### config.mk
export PLATFORM = sky130hd
export DESIGN_NAME = dual_bm_irq
export DESIGN_NICKNAME = d
export VERILOG_FILES = /design/src/rtl/dual_bm_irq_pkg.sv /design/src/rtl/bm_chan_regs.sv /design/src/rtl/bm_mode_reg.sv /design/src/rtl/bm_irq_gate.sv /design/src/rtl/dual_bm_irq.sv
export SDC_FILE = /design/constraint.sdc
export NUM_CORES = 1
export LEC_CHECK = 0
export BUFFER_PORTS_ARGS = -buffer_cell sky130_fd_sc_hd__clkbuf_2
export CAP_MARGIN = 40
export CELL_PAD_IN_SITES_DETAIL_PLACEMENT = 0
export CELL_PAD_IN_SITES_GLOBAL_PLACEMENT = 1
export CORE_ASPECT_RATIO = 1.1
export CORE_MARGIN = 5
export CORE_UTILIZATION = 30
export CTS_CLUSTER_SIZE = 24
export DETAILED_ROUTE_END_ITERATION = 10
export GPL_ROUTABILITY_DRIVEN = 0
export PLACE_DENSITY_LB_ADDON = 0.1
export RECOVER_POWER = 100
export SLEW_MARGIN = 20
export SYNTH_ARGS = -nofsm -noshare
export SYNTH_HDL_FRONTEND = slang
export SYNTH_HIERARCHICAL = 1
export SYNTH_SLANG_ARGS = --single-unit
### constraint.sdc
create_clock -name clk -period 1.15 [get_ports clk]
set_clock_uncertainty 0.05 [all_clocks]
set_input_delay 0.1725 -clock clk [delete_from_list [all_inputs] [get_ports clk]]
set_output_delay 0.1725 -clock clk [all_outputs]
set_load 0.01 [all_outputs]
### src/rtl/dual_bm_irq_pkg.sv
package dual_bm_irq_pkg;

    localparam int unsigned NUM_CH = 2;
    localparam int unsigned BYTE_W = 8;
    localparam int unsigned ADDR_W = 3;

    // register map
    localparam logic [ADDR_W-1:0] ADR_CMD0  = 3'd0;
    localparam logic [ADDR_W-1:0] ADR_STAT0 = 3'd1;
    localparam logic [ADDR_W-1:0] ADR_CMD1  = 3'd2;
    localparam logic [ADDR_W-1:0] ADR_STAT1 = 3'd3;
    localparam logic [ADDR_W-1:0] ADR_MODE  = 3'd4;
    localparam logic [ADDR_W-1:0] ADR_CFG0  = 3'd5;
    localparam logic [ADDR_W-1:0] ADR_CFG1  = 3'd6;

    // status byte fields
    localparam int unsigned ST_ACT  = 0;
    localparam int unsigned ST_ERR  = 1;
    localparam int unsigned ST_IRQ  = 2;
    localparam int unsigned ST_CAP0 = 5;
    localparam int unsigned ST_CAP1 = 6;
    localparam int unsigned ST_SPX  = 7;

    // command and mode byte fields
    localparam int unsigned CMD_RUN      = 0;
    localparam int unsigned MD_PEND_BASE = 2;
    localparam int unsigned MD_BLK_BASE  = 4;

    localparam logic [2:0] XFER_OK_CODE = 3'b100;

    function automatic logic [ADDR_W-1:0] cmd_addr(input int unsigned ch);
        return ADDR_W'(2 * ch);
    endfunction

    function automatic logic [ADDR_W-1:0] stat_addr(input int unsigned ch);
        return ADDR_W'(2 * ch + 1);
    endfunction

    function automatic logic [ADDR_W-1:0] cfg_addr(input int unsigned ch);
        return ADDR_W'(5 + ch);
    endfunction

    function automatic int unsigned cfg_pend_bit(input int unsigned ch);
        return (ch == 0) ? 1 : 4;
    endfunction

    typedef struct packed {
        logic       run;
        logic       act;
        logic       err;
        logic       irq;
        logic [1:0] cap;
        logic       cpend;
    } chan_state_t;

    typedef struct packed {
        logic [NUM_CH-1:0] pend;
        logic [NUM_CH-1:0] blk;
    } mode_state_t;

endpackage

### src/rtl/bm_chan_regs.sv
module bm_chan_regs
    import dual_bm_irq_pkg::*;
#(
    parameter int unsigned CH      = 0,
    parameter logic        SIMPLEX = 1'b0
) (
    input  logic              clk,
    input  logic              rst_n,
    input  logic              wr_en,
    input  logic [ADDR_W-1:0] wr_addr,
    input  logic [BYTE_W-1:0] wr_data,
    input  logic              done_p,
    input  logic              err_p,
    output logic [BYTE_W-1:0] cmd_byte,
    output logic [BYTE_W-1:0] stat_byte,
    output logic [BYTE_W-1:0] cfg_byte,
    output logic              irq_flag,
    output logic              xfer_ok
);

    localparam logic [ADDR_W-1:0] A_CMD  = cmd_addr(CH);
    localparam logic [ADDR_W-1:0] A_STAT = stat_addr(CH);
    localparam logic [ADDR_W-1:0] A_CFG  = cfg_addr(CH);
    localparam int unsigned       PBIT   = cfg_pend_bit(CH);

    chan_state_t st_d, st_q;
    logic        hit_cmd, hit_stat, hit_cfg, event_any;
    logic        unused_wdata;

    assign unused_wdata = ^wr_data;

    always_comb begin
        st_d      = st_q;
        hit_cmd   = wr_en && (wr_addr == A_CMD);
        hit_stat  = wr_en && (wr_addr == A_STAT);
        hit_cfg   = wr_en && (wr_addr == A_CFG);
        event_any = done_p || err_p;

        if (hit_cmd) begin
            st_d.run = wr_data[CMD_RUN];
            st_d.act = wr_data[CMD_RUN];
        end
        if (hit_stat) begin
            if (wr_data[ST_ERR]) st_d.err = 1'b0;
            if (wr_data[ST_IRQ]) st_d.irq = 1'b0;
            st_d.cap = wr_data[ST_CAP1:ST_CAP0];
        end
        if (hit_cfg && wr_data[PBIT]) begin
            st_d.cpend = 1'b0;
        end
        // engine events override any same-cycle software write
        if (event_any) begin
            st_d.act   = 1'b0;
            st_d.irq   = 1'b1;
            st_d.cpend = 1'b1;
            if (err_p) st_d.err = 1'b1;
        end
    end

    always_ff @(posedge clk) begin
        if (!rst_n) st_q <= '0;
        else        st_q <= st_d;
    end

    always_comb begin
        cmd_byte          = '0;
        cmd_byte[CMD_RUN] = st_q.run;

        stat_byte                  = '0;
        stat_byte[ST_ACT]          = st_q.act;
        stat_byte[ST_ERR]          = st_q.err;
        stat_byte[ST_IRQ]          = st_q.irq;
        stat_byte[ST_CAP1:ST_CAP0] = st_q.cap;
        stat_byte[ST_SPX]          = SIMPLEX;

        cfg_byte       = '0;
        cfg_byte[PBIT] = st_q.cpend;
    end

    assign irq_flag = st_q.irq;
    assign xfer_ok  = ({st_q.irq, st_q.err, st_q.act} == XFER_OK_CODE);

endmodule

### src/rtl/bm_mode_reg.sv
module bm_mode_reg
    import dual_bm_irq_pkg::*;
(
    input  logic              clk,
    input  logic              rst_n,
    input  logic              wr_en,
    input  logic [ADDR_W-1:0] wr_addr,
    input  logic [BYTE_W-1:0] wr_data,
    input  logic [NUM_CH-1:0] ev,
    output logic [BYTE_W-1:0] mode_byte,
    output logic [NUM_CH-1:0] pend,
    output logic [NUM_CH-1:0] blk
);

    mode_state_t md_d, md_q;
    logic        hit;
    logic        unused_wdata;

    assign unused_wdata = ^wr_data;

    always_comb begin
        md_d = md_q;
        hit  = wr_en && (wr_addr == ADR_MODE);
        for (int c = 0; c < NUM_CH; c++) begin
            if (hit && wr_data[MD_PEND_BASE + c]) md_d.pend[c] = 1'b0;
            if (hit)                              md_d.blk[c]  = wr_data[MD_BLK_BASE + c];
            if (ev[c])                            md_d.pend[c] = 1'b1;
        end
    end

    always_ff @(posedge clk) begin
        if (!rst_n) md_q <= '0;
        else        md_q <= md_d;
    end

    always_comb begin
        mode_byte = '0;
        mode_byte[MD_PEND_BASE +: NUM_CH] = md_q.pend;
        mode_byte[MD_BLK_BASE  +: NUM_CH] = md_q.blk;
    end

    assign pend = md_q.pend;
    assign blk  = md_q.blk;

endmodule

### src/rtl/bm_irq_gate.sv
module bm_irq_gate
    import dual_bm_irq_pkg::*;
(
    input  logic [NUM_CH-1:0] irq_flag,
    input  logic [NUM_CH-1:0] pend,
    input  logic [NUM_CH-1:0] blk,
    output logic [NUM_CH-1:0] irq_o,
    output logic              irq_any
);

    for (genvar c = 0; c < NUM_CH; c++) begin : g_gate
        assign irq_o[c] = irq_flag[c] && pend[c] && !blk[c];
    end

    assign irq_any = |irq_o;

endmodule

### src/rtl/dual_bm_irq.sv
module dual_bm_irq
    import dual_bm_irq_pkg::*;
#(
    parameter logic [1:0] SIMPLEX_MASK = 2'b00
) (
    input  logic       clk,
    input  logic       rst_n,
    input  logic       wr_en,
    input  logic [2:0] wr_addr,
    input  logic [7:0] wr_data,
    input  logic [2:0] rd_addr,
    output logic [7:0] rd_data,
    input  logic [1:0] done_pulse,
    input  logic [1:0] err_pulse,
    output logic [1:0] irq_o,
    output logic       irq_any,
    output logic [1:0] xfer_ok
);

    logic [NUM_CH-1:0][BYTE_W-1:0] cmd_b;
    logic [NUM_CH-1:0][BYTE_W-1:0] stat_b;
    logic [NUM_CH-1:0][BYTE_W-1:0] cfg_b;
    logic [BYTE_W-1:0]             mode_b;
    logic [NUM_CH-1:0]             irq_flag, pend, blk, ev;

    for (genvar c = 0; c < NUM_CH; c++) begin : g_ch
        bm_chan_regs #(
            .CH      (c),
            .SIMPLEX (SIMPLEX_MASK[c])
        ) i_chan (
            .clk       (clk),
            .rst_n     (rst_n),
            .wr_en     (wr_en),
            .wr_addr   (wr_addr),
            .wr_data   (wr_data),
            .done_p    (done_pulse[c]),
            .err_p     (err_pulse[c]),
            .cmd_byte  (cmd_b[c]),
            .stat_byte (stat_b[c]),
            .cfg_byte  (cfg_b[c]),
            .irq_flag  (irq_flag[c]),
            .xfer_ok   (xfer_ok[c])
        );
        assign ev[c] = done_pulse[c] || err_pulse[c];
    end

    bm_mode_reg i_mode (
        .clk       (clk),
        .rst_n     (rst_n),
        .wr_en     (wr_en),
        .wr_addr   (wr_addr),
        .wr_data   (wr_data),
        .ev        (ev),
        .mode_byte (mode_b),
        .pend      (pend),
        .blk       (blk)
    );

    bm_irq_gate i_gate (
        .irq_flag (irq_flag),
        .pend     (pend),
        .blk      (blk),
        .irq_o    (irq_o),
        .irq_any  (irq_any)
    );

    always_comb begin
        unique case (rd_addr)
            ADR_CMD0:  rd_data = cmd_b[0];
            ADR_STAT0: rd_data = stat_b[0];
            ADR_CMD1:  rd_data = cmd_b[1];
            ADR_STAT1: rd_data = stat_b[1];
            ADR_MODE:  rd_data = mode_b;
            ADR_CFG0:  rd_data = cfg_b[0];
            ADR_CFG1:  rd_data = cfg_b[1];
            default:   rd_data = '0;
        endcase
    end

endmodule

==> results of run 1 <==
==> cells by family (layout without fill, tap and decap cells) <==
kind of cell | after synthesis | after routing | synth area share
and+or+nand+nor | 59 | 59 | 0.225
buffers and inverters | 58 | 72 | 0.245
AOI/OAI and AO/OA | 35 | 35 | 0.137
muxes | 32 | 32 | 0.186
DFF | 18 | 18 | 0.200
other | 3 | 38 | 0.00626
==> worst max-delay path, stage by stage (launching register included) <==
cell and delay (ns):
dfxtp_1 0.39, mux2i_2 0.09, or2_4 0.24, a31oi_4 0.16, buf_6 0.12
==> report_power, final <==
group          switching [mW]  internal, mW
sequential             0.0238         0.654
combinational           0.268         0.287
clock                   0.212         0.304
==> area by class of cell <==
| class | count | area (µm²) | area share |
|---|---|---|---|
| Multi-Input combinational cell | 164 | 1240 | 0.556 |
| Timing Repair Buffer | 64 | 445 | 0.200 |
| Sequential cell | 18 | 375 | 0.169 |
| Tap cell | 77 | 96.3 | 0.0433 |
| Inverter | 4 | 15.0 | 0.00675 |
| Clock buffer | 4 | 55.1 | 0.0247 |
==> path summary, 6_finish.rpt <==
path | startpoint | endpoint | depth (start not counted)
setup reg to reg | g_ch[0].i_chan/stat_byte[0]$_SDFFE_PP0P_ | g_ch[0].i_chan/stat_byte[0]$_SDFFE_PP0P_ | 3
hold reg to reg | g_ch[0].i_chan/cmd_byte[0]$_SDFFE_PN0P_ | g_ch[0].i_chan/cmd_byte[0]$_SDFFE_PN0P_ | 2
setup / recovery | g_ch[1].i_chan/stat_byte[0]$_SDFFE_PP0P_ | rd_data[0] | 4
hold / removal | wr_data[3] | i_mode/pend[1]$_SDFFE_PN0P_ | 2
==> registers in the layout, indices dropped and copies added (netlist names) <==
signal	flops
i_mode/blk	2
g_ch.i_chan/irq_flag	2
g_ch.i_chan/cfg_byte	2
g_ch.i_chan/stat_byte	8
g_ch.i_chan/cmd_byte	2
i_mode/pend	2
==> per-stage QoR <==
stage | setup slack [ns] | instances | TNS, ns | hold WS (ns) | util
after detailed placement | -0.342 | 326 | -2.19 | 0.338 | 0.349
after CTS | -0.338 | 330 | -2.68 | 0.0564 | 0.375
final | -0.321 | 331 | -2.48 | 0.0658 | 0.383
after floorplan | -0.0347 | 240 | -0.0640 | 0.222 | -
after global placement | -0.374 | 326 | -2.21 | 0.343 | 0.349
after global routing | -0.383 | 331 | -3.13 | 0.0710 | 0.383
==> cells in the final DEF, fill, tap and decap left out, drive strengths merged <==
master and count:
a21oi 1, conb 38, nand2 23, buf 41, inv 4, a22o 5
or2 7, nor3b 3, mux2 6, a31oi 11, nor2 5, and4bb 6
nor4b 1, mux2i 26, nor2b 1, o21a 2, dfxtp 18, o221ai 1
and4b 5, and3b 2, a211oi 2, nand2b 1, and2b 1, nand3b 3
clkbuf 27, o31ai 4, a41oi 2, o21ai 6, nor4bb 1, o22ai 1
==> per-layer routing <==
metal	track usage	wire length (µm)	part of all wire
met5	0	0	0
met4	0.0241	27	0.0064
met3	0.0181	140	0.033
met2	0.190	1970	0.47
met1	0.155	2090	0.49
==> repair_timing <==
item                                    CTS  global route
pin swaps                                 8             7
gates resized for setup                  30            24
buffers inserted                          1             2
endpoints found under the setup margin   12            12
==> reports/summary.json, run 1 <==
{
  "status": {
    "status": "complete, but fails checks",
    "failed_checks": "negative setup slack"
  },
  "sta": {
    "timing.fmax_ghz": 0.680,
    "min_period_ns": 1.47,
    "number_of_max_slew_violations_in_the_final_report": 0,
    "finalCritPeriodShare": 1.28,
    "setup_ws_ns": -0.321,
    "rsz0062_at_grt": "yes",
    "finalSetupViolCount": 12,
    "timing.final.hold_violations": 0
  },
  "critical_path": {
    "timing_worst_setup_path_type": "reg2out",
    "worstSetupStartpointType": "flop",
    "critPathRequiredTime_ns": 0.93,
    "reg2reg_slack_ns": 0.07,
    "worst_setup_end_kind": "output port",
    "worstPathArrival_ns": 1.25,
    "timing.critical_path.fanout_max": 2
  },
  "synthesis": {
    "synth_async_sr_flop_share": 0,
    "post-synth-top-count-cell": "buf_4",
    "synth-edff-count": 0,
    "netlist-cell-type-count": 39,
    "syn-instance-count": 205,
    "netlist_area_before_placement_mm2": 0.00180,
    "synth-warning-count": 6,
    "ys.flop_type": "dfxtp_1",
    "area_fraction_of_the_dominant_cell_type_after_synthesis": 0.200,
    "fraction_of_the_yosys_area_taken_by_sequential_cells": 0.200,
    "synth_area_per_cell_um2": 8.78,
    "netlist_top_cells_count": "buf_4 (44), mux2i_1 (26), nand2_1 (23)",
    "yosys_register_bits": 18,
    "yosysTopAreaCell": "dfxtp_1",
    "yosys-top-cells-area": "dfxtp_1 (20%), buf_4 (18%), mux2i_1 (14%)"
  },
  "floorplanning": {
    "core_box_area_mm2": 0.00581,
    "chipWidth_um": 83.8,
    "floorplan.die_area_mm2": 0.00765,
    "placementRows": 29,
    "die-height_um": 91.2,
    "top_level_ports": 34,
    "start_util": 0.310
  },
  "drt": {
    "finalWirelength_mm": 4.24,
    "drt_iter0_markers": 24,
    "route.detailed.vias_per_inst": 4.27,
    "antenna_left": 0,
    "count_of_unresolved_drc_violations_after_routing": 0,
    "wl_per_cell_um": 12.8,
    "detailroute.via_count": 1414,
    "pre_repair_dr_iteration_count": 4
  },
  "grt": {
    "globalRoute.totalOverflow": 0,
    "grt_antenna_before_repair": 0,
    "grt_pass1_wl_mm": 7.14,
    "first_global_vias": 1431,
    "grt_util_all_layers": 0.114,
    "grt_start_max_net_pins": 14
  },
  "final_layout": {
    "final_layout_size_suffix_gt1_frac": 0.445,
    "antenna_cells_inserted": 0,
    "area_delta_synth_final_pct": 23.7,
    "nFillCells": 652,
    "layout.nets": 276,
    "finish.instance_area_mm2": 0.00223
  },
  "cts": {
    "clock_sink_count": 18,
    "cts_tree": "built",
    "h-tree-depth": 1,
    "total_clock_buffers_created_by_cts": 3,
    "worst_skew_pair_latency_ns": 0.25,
    "root_buffer": "clkbuf_8",
    "worst_setup_hold_path_clk_slew_ns": 0.07,
    "cts_max_path_buffers": 2,
    "hold_buffers": 0
  },
  "power": {
    "power.density_cell_area_mw_per_mm2": 786,
    "power.static_leakage_nw": 1.05,
    "power_total_mw": 1.75,
    "ir_drop_mv": 0.506
  },
  "placed_design": {
    "placement.io_buffers": 31,
    "hpwl_after_dpl_mm": 3.44,
    "post_dp_cell_area_mm2": 0.00203
  },
  "hold_path": {
    "hold_path_class": "in2reg"
  },
  "flow_run": {
    "max_cap_viol_count": 0
  }
}
No activity file was read; power rests on OpenSTA's default activity.
==> run 2, diff against run 1 <==
- CORE_UTILIZATION: 30 -> 38
- SKIP_CTS_REPAIR_TIMING: not set -> 1
==> run 2 against run 1 <==
Largest power group unchanged; critical path type unchanged; worst hold slack lost 0.013 ns; global-route usage is 2.1 points higher; sequential cell count is the same; worst setup slack got worse by 0.027 ns; first-iteration DRC count fell by 8.3%; power down 1.5%; the flow still finishes with violations (negative setup slack).
==> reports/summary.json, run 2 (same netlist as run 1, synthesis figures left out) <==
{
  "sta": {
    "min_period": {"value": 1.50, "unit": "ns", "change": "+0.0267 ns"},
    "finalSetupViolCount": {"value": 12, "change": "unchanged"},
    "number_of_max_slew_violations_in_the_final_report": {"value": 0, "change": "unchanged"},
    "timing.fmax": {"value": 0.668, "unit": "GHz", "change": "-1.8%"},
    "finalCritPeriodShare": {"value": 1.30, "change": "+0.0232"},
    "timing.final.hold_violations": {"value": 0, "change": "unchanged"},
    "setup_ws": {"value": -0.347, "unit": "ns", "change": "-0.0267 ns"},
    "rsz0062_at_grt": "yes",
    "fin_worst_hold_slack": {"value": 0.0532, "unit": "ns", "change": "-0.0126 ns"}
  },
  "drt": {
    "pre_repair_dr_iteration_count": {"value": 4, "change": "unchanged"},
    "finalWirelength": {"value": 3.91, "unit": "mm", "change": "-7.8%"},
    "antenna_left": {"value": 0, "change": "unchanged"},
    "detailroute.via_count": {"value": 1443, "change": "+2.1%"},
    "drt_iter0_markers": {"value": 22, "change": "-8.3%"},
    "route.detailed.vias_per_inst": {"value": 4.69, "change": "+9.7%"},
    "wl_per_cell": {"value": 12.7, "unit": "µm", "change": "-0.95%"},
    "count_of_unresolved_drc_violations_after_routing": {"value": 0, "change": "unchanged"}
  },
  "critical_path": {
    "worst_setup_end_kind": "output port",
    "worst-r2r-cell-count": {"value": 3, "change": "unchanged"},
    "cp-startpoint": "i_mode/blk[1]$_SDFFE_PN0N_",
    "timing_worst_setup_path_type": "reg2out",
    "timing.critical_path.fanout_max": {"value": 2, "change": "unchanged"},
    "worstPathArrival": {"value": 1.27, "unit": "ns", "change": "+0.02 ns"},
    "critPathRequiredTime": {"value": 0.93, "unit": "ns", "change": "about the same"},
    "reg2reg_slack": {"value": 0.07, "unit": "ns", "change": "about the same"},
    "worstSetupStartpointType": "flop",
    "timing.rr.end": "g_ch[0].i_chan/stat_byte[0]$_SDFFE_PP0P_",
    "timing.rr.start": "g_ch[0].i_chan/stat_byte[0]$_SDFFE_PP0P_"
  },
  "placed_design": {
    "hpwl_after_dpl": {"value": 3.23, "unit": "mm", "change": "-6.1%"},
    "dpl.cell_count": {"value": 302, "change": "-7.4%"},
    "placement.io_buffers": {"value": 31, "change": "unchanged"}
  },
  "grt": {
    "grt_pass1_wl": {"value": 6.51, "unit": "mm", "change": "-8.8%"},
    "first_global_vias": {"value": 1436, "change": "+0.35%"},
    "grt_start_max_net_pins": {"value": 15, "change": "+1"},
    "globalRoute.totalOverflow": {"value": 0, "change": "unchanged"},
    "grt_util_all_layers": {"value": 0.135, "change": "+0.0211"},
    "grt_antenna_before_repair": {"value": 0, "change": "unchanged"}
  },
  "final_layout": {
    "final_layout_size_suffix_gt1_frac": {"value": 0.440, "change": "-0.00441"},
    "layout_commonest_cell": "conb_1",
    "area_delta_synth_final_pct": 20.7,
    "nFillCells": {"value": 462, "change": "-29%"},
    "layout.nets": {"value": 274, "change": "-0.72%"},
    "fin_cells": {"value": 308, "change": "-6.9%"},
    "antenna_cells_inserted": {"value": 0, "change": "unchanged"},
    "layout.cells.most_common_list": "conb_1 (38), mux2i_1 (25), buf_4 (25), nand2_1 (21), clkbuf_2 (20)",
    "fin_util": {"value": 0.470, "change": "+0.0865"},
    "largest_register_ff_count": {"value": 8, "change": "unchanged"},
    "multi_input_area": {"value": 0.00123, "unit": "mm²", "change": "-0.91%"},
    "seq_area": {"value": 375, "unit": "µm²", "change": "unchanged"}
  },
  "cts": {
    "worst_setup_hold_path_clk_slew": {"value": 0.07, "unit": "ns", "change": "about the same"},
    "worst_skew_pair_latency": {"value": 0.25, "unit": "ns", "change": "about the same"},
    "root_buffer": "clkbuf_8",
    "cts_tree": "built",
    "cts_max_path_buffers": {"value": 2, "change": "unchanged"},
    "total_clock_buffers_created_by_cts": {"value": 3, "change": "unchanged"},
    "clock_sink_count": {"value": 18, "change": "unchanged"},
    "h-tree-depth": {"value": 1, "change": "unchanged"}
  },
  "status": {
    "failed_checks": "negative setup slack",
    "status": "complete, but fails checks"
  },
  "floorplanning": {
    "chipWidth": {"value": 75.6, "unit": "µm", "change": "-9.8%"},
    "floorplan.die_area": {"value": 0.00621, "unit": "mm²", "change": "-19%"},
    "top_level_ports": {"value": 34, "change": "unchanged"},
    "placementRows": {"value": 26, "change": "-10%"},
    "die-height": {"value": 82.2, "unit": "µm", "change": "-9.9%"},
    "start_util": {"value": 0.389, "change": "+0.0796"},
    "core_box_area": {"value": 0.00462, "unit": "mm²", "change": "-20%"}
  },
  "power": {
    "power_total": {"value": 1.72, "unit": "mW", "change": "-1.5%"},
    "ir_drop": {"value": 0.459, "unit": "mV", "change": "-9.3%"},
    "power.static_leakage": {"value": 1.04, "unit": "nW", "change": "-0.24%"},
    "power.density_cell_area": {"value": 794, "unit": "mW/mm²", "change": "+1.0%"}
  },
  "hold_path": {
    "min-delay-start": "wr_data[3]",
    "hold_path_class": "in2reg",
    "worst_hold_path.num_cells": {"value": 2, "change": "unchanged"},
    "hold-path-endpoint": "i_mode/pend[1]$_SDFFE_PN0P_"
  },
  "flow_run": {
    "max_cap_viol_count": {"value": 0, "change": "unchanged"}
  }
}
## run 2: layer usage
metal	track usage	part of all wire	vias up
li1	-	-	745
met1	0.169	0.44	668
met2	0.240	0.51	26
met3	0.0109	0.036	4
met4	0.0437	0.012	0
met5	0	0	-
## run 2: report_power, final
part / internal, mW / total (mW) / leakage (nW) / switching [mW]
registers: 0.654 / 0.676 / 0.152 / 0.0218
logic: 0.273 / 0.533 / 0.863 / 0.260
clock network: 0.304 / 0.514 / 0.0288 / 0.210
total: 1.23 / 1.72 / 1.04 / 0.491
## run 2: final cells by class
type / count / area share
Multi-Input combinational cell: 164 / 0.565
Sequential cell: 18 / 0.173
Timing Repair Buffer: 62 / 0.197
Inverter: 4 / 0.00692
Tap cell: 56 / 0.0323
Clock buffer: 4 / 0.0254
## run 2: through the flow
step	setup TNS (ns)	instance area [µm²]	setup WS, ns
5_1_grt	-3.10	2170	-0.413
6_report	-2.45	2170	-0.347
2_1_floorplan	-0.0640	1990	-0.0347
3_3_place_gp	-1.90	1980	-0.326
3_5_place_dp	-2.17	1980	-0.361
4_1_cts	-3.28	2030	-0.394
## run 2: worst max-delay path by stage
stage | end | slack, ns | depth (start not counted)
floorplan | rd_data[5] | -0.03 | 4
global placement | rd_data[3] | -0.33 | 6
detailed placement | rd_data[3] | -0.36 | 6
CTS | rd_data[6] | -0.39 | 4
global route | rd_data[2] | -0.41 | 5
finish | rd_data[5] | -0.35 | 4
## run 2: worst max-delay path, stage by stage (launching register included)
cell and delay, ns:
dfxtp_2 0.32, mux2_4 0.27, a211oi_2 0.23, o21ai_2 0.08, clkbuf_2 0.13
==> run 3, diff against run 2 <==
- ABC_AREA: not set -> 1
- CORE_UTILIZATION: 38 -> 35
==> run 3 against run 2 <==
The run still ends with negative setup slack left; synthesized area up 0.14%; worst setup slack better by 0.25 ns; worst hold slack better by 0.068 ns; clock power shrank 18%; critical path type unchanged; critical endpoint is now rd_data[4].
==> reports/summary.json, run 3 <==
{
  "final_layout": {
    "layout_commonest_cell": "nand2_1",
    "nFillCells": {"value": 568, "change": "+23%"},
    "fin_util": {"value": 0.422, "change": "-0.0478"},
    "area_delta_synth_final_pct": 17.2,
    "fin_cells": {"value": 391, "change": "+27%"},
    "layout.nets": {"value": 356, "change": "+30%"},
    "final_layout_size_suffix_gt1_frac": {"value": 0.333, "change": "-0.107"},
    "layout.cells.most_common_list": "nand2_1 (50), conb_1 (38), nand4_1 (32), nor2_1 (30), buf_4 (27)",
    "largest_register_ff_count": {"value": 8, "change": "unchanged"},
    "antenna_cells_inserted": {"value": 0, "change": "unchanged"}
  },
  "synthesis": {
    "yosys_register_bits": {"value": 18, "change": "unchanged"},
    "ys.flop_type": "dfxtp_1",
    "netlist_top_cells_count": "nand2_1 (53), buf_4 (45), nor2_1 (34)",
    "yosys-top-cells-area": "dfxtp_1 (20%), buf_4 (19%), nand4_1 (11%)",
    "xor_xnor_cell_area_share_of_the_yosys_netlist": {"value": 0, "change": "unchanged"},
    "post-synth-top-count-cell": "nand2_1",
    "synth_compound_gate_area_share": {"value": 0.0556, "change": "-0.0814"},
    "area_fraction_of_the_dominant_cell_type_after_synthesis": {"value": 0.200, "change": "-0.000278"},
    "area_share_of_fa_ha_maj_cells_after_synthesis": {"value": 0, "change": "unchanged"},
    "yosysTopAreaCell": "dfxtp_1",
    "netlist_area_before_placement": {"value": 0.00180, "unit": "mm²", "change": "+0.14%"},
    "post_synth_mux_area_share": {"value": 0, "change": "-0.186"},
    "synth_async_sr_flop_share": {"value": 0, "change": "unchanged"},
    "syn-instance-count": {"value": 292, "change": "+42%"},
    "fraction_of_the_yosys_area_taken_by_sequential_cells": {"value": 0.200, "change": "-0.000278"},
    "synth_simple_gate_area_share": {"value": 0.455, "change": "+0.230"},
    "synth-edff-count": {"value": 0, "change": "unchanged"},
    "synth_area_per_cell": {"value": 6.17, "unit": "µm²", "change": "-30%"},
    "synth-warning-count": {"value": 6, "change": "unchanged"},
    "netlist-cell-type-count": {"value": 23, "change": "-41%"},
    "synth_top_family_by_area": "simple AND/OR/NAND/NOR gates"
  },
  "drt": {
    "antenna_left": {"value": 0, "change": "unchanged"},
    "detailroute.via_count": {"value": 1745, "change": "+21%"},
    "count_of_unresolved_drc_violations_after_routing": {"value": 0, "change": "unchanged"},
    "wl_per_cell": {"value": 11.3, "unit": "µm", "change": "-11%"},
    "drt_iter0_markers": {"value": 49, "change": "+120%"},
    "finalWirelength": {"value": 4.44, "unit": "mm", "change": "+14%"},
    "route.detailed.vias_per_inst": {"value": 4.46, "change": "-4.7%"},
    "pre_repair_dr_iteration_count": {"value": 4, "change": "unchanged"}
  },
  "sta": {
    "timing.final.hold_violations": {"value": 0, "change": "unchanged"},
    "setup_ws": {"value": -0.0968, "unit": "ns", "change": "+0.251 ns"},
    "number_of_max_slew_violations_in_the_final_report": {"value": 0, "change": "unchanged"},
    "timing.fmax": {"value": 0.802, "unit": "GHz", "change": "+20%"},
    "finalCritPeriodShare": {"value": 1.08, "change": "-0.218"},
    "rsz0062_at_grt": "yes",
    "finalSetupViolCount": {"value": 12, "change": "unchanged"},
    "min_period": {"value": 1.25, "unit": "ns", "change": "-0.251 ns"}
  },
  "cts": {
    "root_buffer": "clkbuf_8",
    "clock_sink_count": {"value": 18, "change": "unchanged"},
    "cts_max_path_buffers": {"value": 2, "change": "unchanged"},
    "worst_setup_hold_path_clk_slew": {"value": 0.06, "unit": "ns", "change": "about the same"},
    "worst_skew_pair_latency": {"value": 0.24, "unit": "ns", "change": "about the same"},
    "h-tree-depth": {"value": 1, "change": "unchanged"},
    "cts_tree": "built",
    "total_clock_buffers_created_by_cts": {"value": 3, "change": "unchanged"}
  },
  "floorplanning": {
    "floorplan.die_area": {"value": 0.00668, "unit": "mm²", "change": "+7.6%"},
    "die-height": {"value": 85.3, "unit": "µm", "change": "+3.7%"},
    "core_box_area": {"value": 0.00500, "unit": "mm²", "change": "+8.2%"},
    "placementRows": {"value": 27, "change": "+3.8%"},
    "top_level_ports": {"value": 34, "change": "unchanged"},
    "chipWidth": {"value": 78.4, "unit": "µm", "change": "+3.7%"},
    "start_util": {"value": 0.360, "change": "-0.0291"}
  },
  "grt": {
    "grt_antenna_before_repair": {"value": 0, "change": "unchanged"},
    "globalRoute.totalOverflow": {"value": 0, "change": "unchanged"},
    "globalRouteMet2Util": {"value": 0.245, "change": "+0.00448"},
    "grt_util_met3": {"value": 0.0138, "change": "+0.00290"},
    "grt_pass1_wl": {"value": 7.62, "unit": "mm", "change": "+17%"},
    "grt_start_max_net_pins": {"value": 15, "change": "unchanged"},
    "grt_util_met1": {"value": 0.179, "change": "+0.0103"},
    "first_global_vias": {"value": 1671, "change": "+16%"},
    "grt_util_all_layers": {"value": 0.140, "change": "+0.00482"},
    "highest_utilization_routing_layer_at_the_global_route_stage": "met2"
  },
  "critical_path": {
    "critPathRequiredTime": {"value": 0.93, "unit": "ns", "change": "about the same"},
    "worst_setup_end_kind": "output port",
    "reg2reg_slack": {"value": 0.36, "unit": "ns", "change": "+0.29 ns"},
    "worstPathArrival": {"value": 1.02, "unit": "ns", "change": "-0.25 ns"},
    "worstSetupStartpointType": "flop",
    "timing.critical_path.fanout_max": {"value": 2, "change": "unchanged"},
    "timing_worst_setup_path_type": "reg2out"
  },
  "power": {
    "ir_drop": {"value": 0.476, "unit": "mV", "change": "+3.8%"},
    "power.static_leakage": {"value": 1.12, "unit": "nW", "change": "+7.5%"},
    "power.density_cell_area": {"value": 764, "unit": "mW/mm²", "change": "-3.7%"}
  },
  "status": {
    "status": "complete, but fails checks",
    "failed_checks": "negative setup slack"
  },
  "flow_run": {
    "max_cap_viol_count": {"value": 0, "change": "unchanged"}
  },
  "placed_design": {
    "dpl.cell_count": {"value": 380, "change": "+26%"},
    "hpwl_after_dpl": {"value": 3.65, "unit": "mm", "change": "+13%"},
    "placement.io_buffers": {"value": 31, "change": "unchanged"}
  },
  "hold_path": {
    "hold_path_class": "in2reg"
  }
}
run 3: cell count changes after synthesis, moves of 7 or more:
cell | previous run | this run
inv_1 | 4 | 24
nand2_1 | 23 | 53
nor2_1 | 5 | 34
a31oi_1 | 11 | 0
a21oi_1 | 1 | 14
buf_2 | 2 | 9
mux2i_1 | 26 | 0
inv_2 | 0 | 7
nand3_1 | 0 | 29
nand4_1 | 0 | 32
run 3: cell type report:
class / instances / area [µm²] / share of cell area
Clock buffer: 3 / 41.3 / 0.0196
Tap cell: 58 / 72.6 / 0.0344
Sequential cell: 18 / 385 / 0.183
Timing Repair Buffer: 59 / 393 / 0.186
Multi-Input combinational cell: 221 / 1100 / 0.520
Inverter: 32 / 120 / 0.0569
run 3: final timing paths:
| check | to | cells after the start | startpoint |
|---|---|---|---|
| setup reg to reg | i_mode/pend[1]$_SDFFE_PN0P_ | 3 | i_mode/pend[1]$_SDFFE_PN0P_ |
| hold reg to reg | g_ch[1].i_chan/cmd_byte[0]$_SDFFE_PN0P_ | 2 | g_ch[1].i_chan/cmd_byte[0]$_SDFFE_PN0P_ |
| setup / recovery | rd_data[4] | 5 | g_ch[1].i_chan/cfg_byte[4]$_SDFFE_PN0P_ |
| hold / removal | g_ch[1].i_chan/stat_byte[1]$_SDFF_PN0_ | 3 | err_pulse[1] |
run 3: layer usage:
layer  wire length (µm)  vias to the layer above
met5                  0                        -
met4                 80                        0
met3                120                        6
met2               2100                       25
met1               2130                      759
li1                   -                      955
run 3: cell families (layout without fill, tap and decap cells):
group / after synthesis / count (layout)
and+or+nand+nor: 163 / 163
buffers and inverters: 88 / 94
AOI/OAI and AO/OA: 20 / 20
DFF: 18 / 18
other: 3 / 38
run 3: power by group:
part	switching [mW]	total (mW)	internal, mW
Clock	0.191	0.423	0.232
Sequential	0.0232	0.678	0.655
Combinational	0.295	0.511	0.217
Total	0.509	1.61	1.10
run 3: stage by stage:
step	setup WS, ns	setup TNS, ns	hold WS, ns	total power [mW]	area (µm²)
5_1_grt	-0.169	-1.47	0.117	1.74	2110
2_1_floorplan	0.0261	0	0.245	1.07	1940
6_report	-0.0968	-0.640	0.121	1.61	2110
4_1_cts	-0.221	-1.43	0.117	1.58	1960
3_5_place_dp	-0.112	-0.612	0.382	1.15	1920
3_3_place_gp	-0.121	-0.664	0.372	1.15	1920
run 3: worst max-delay path: stages (launching register included):
cell and delay (ns):
dfxtp_2 0.33, nand4_1 0.07, nand2_1 0.06, nor2_1 0.12
nand2_1 0.06, buf_2 0.13
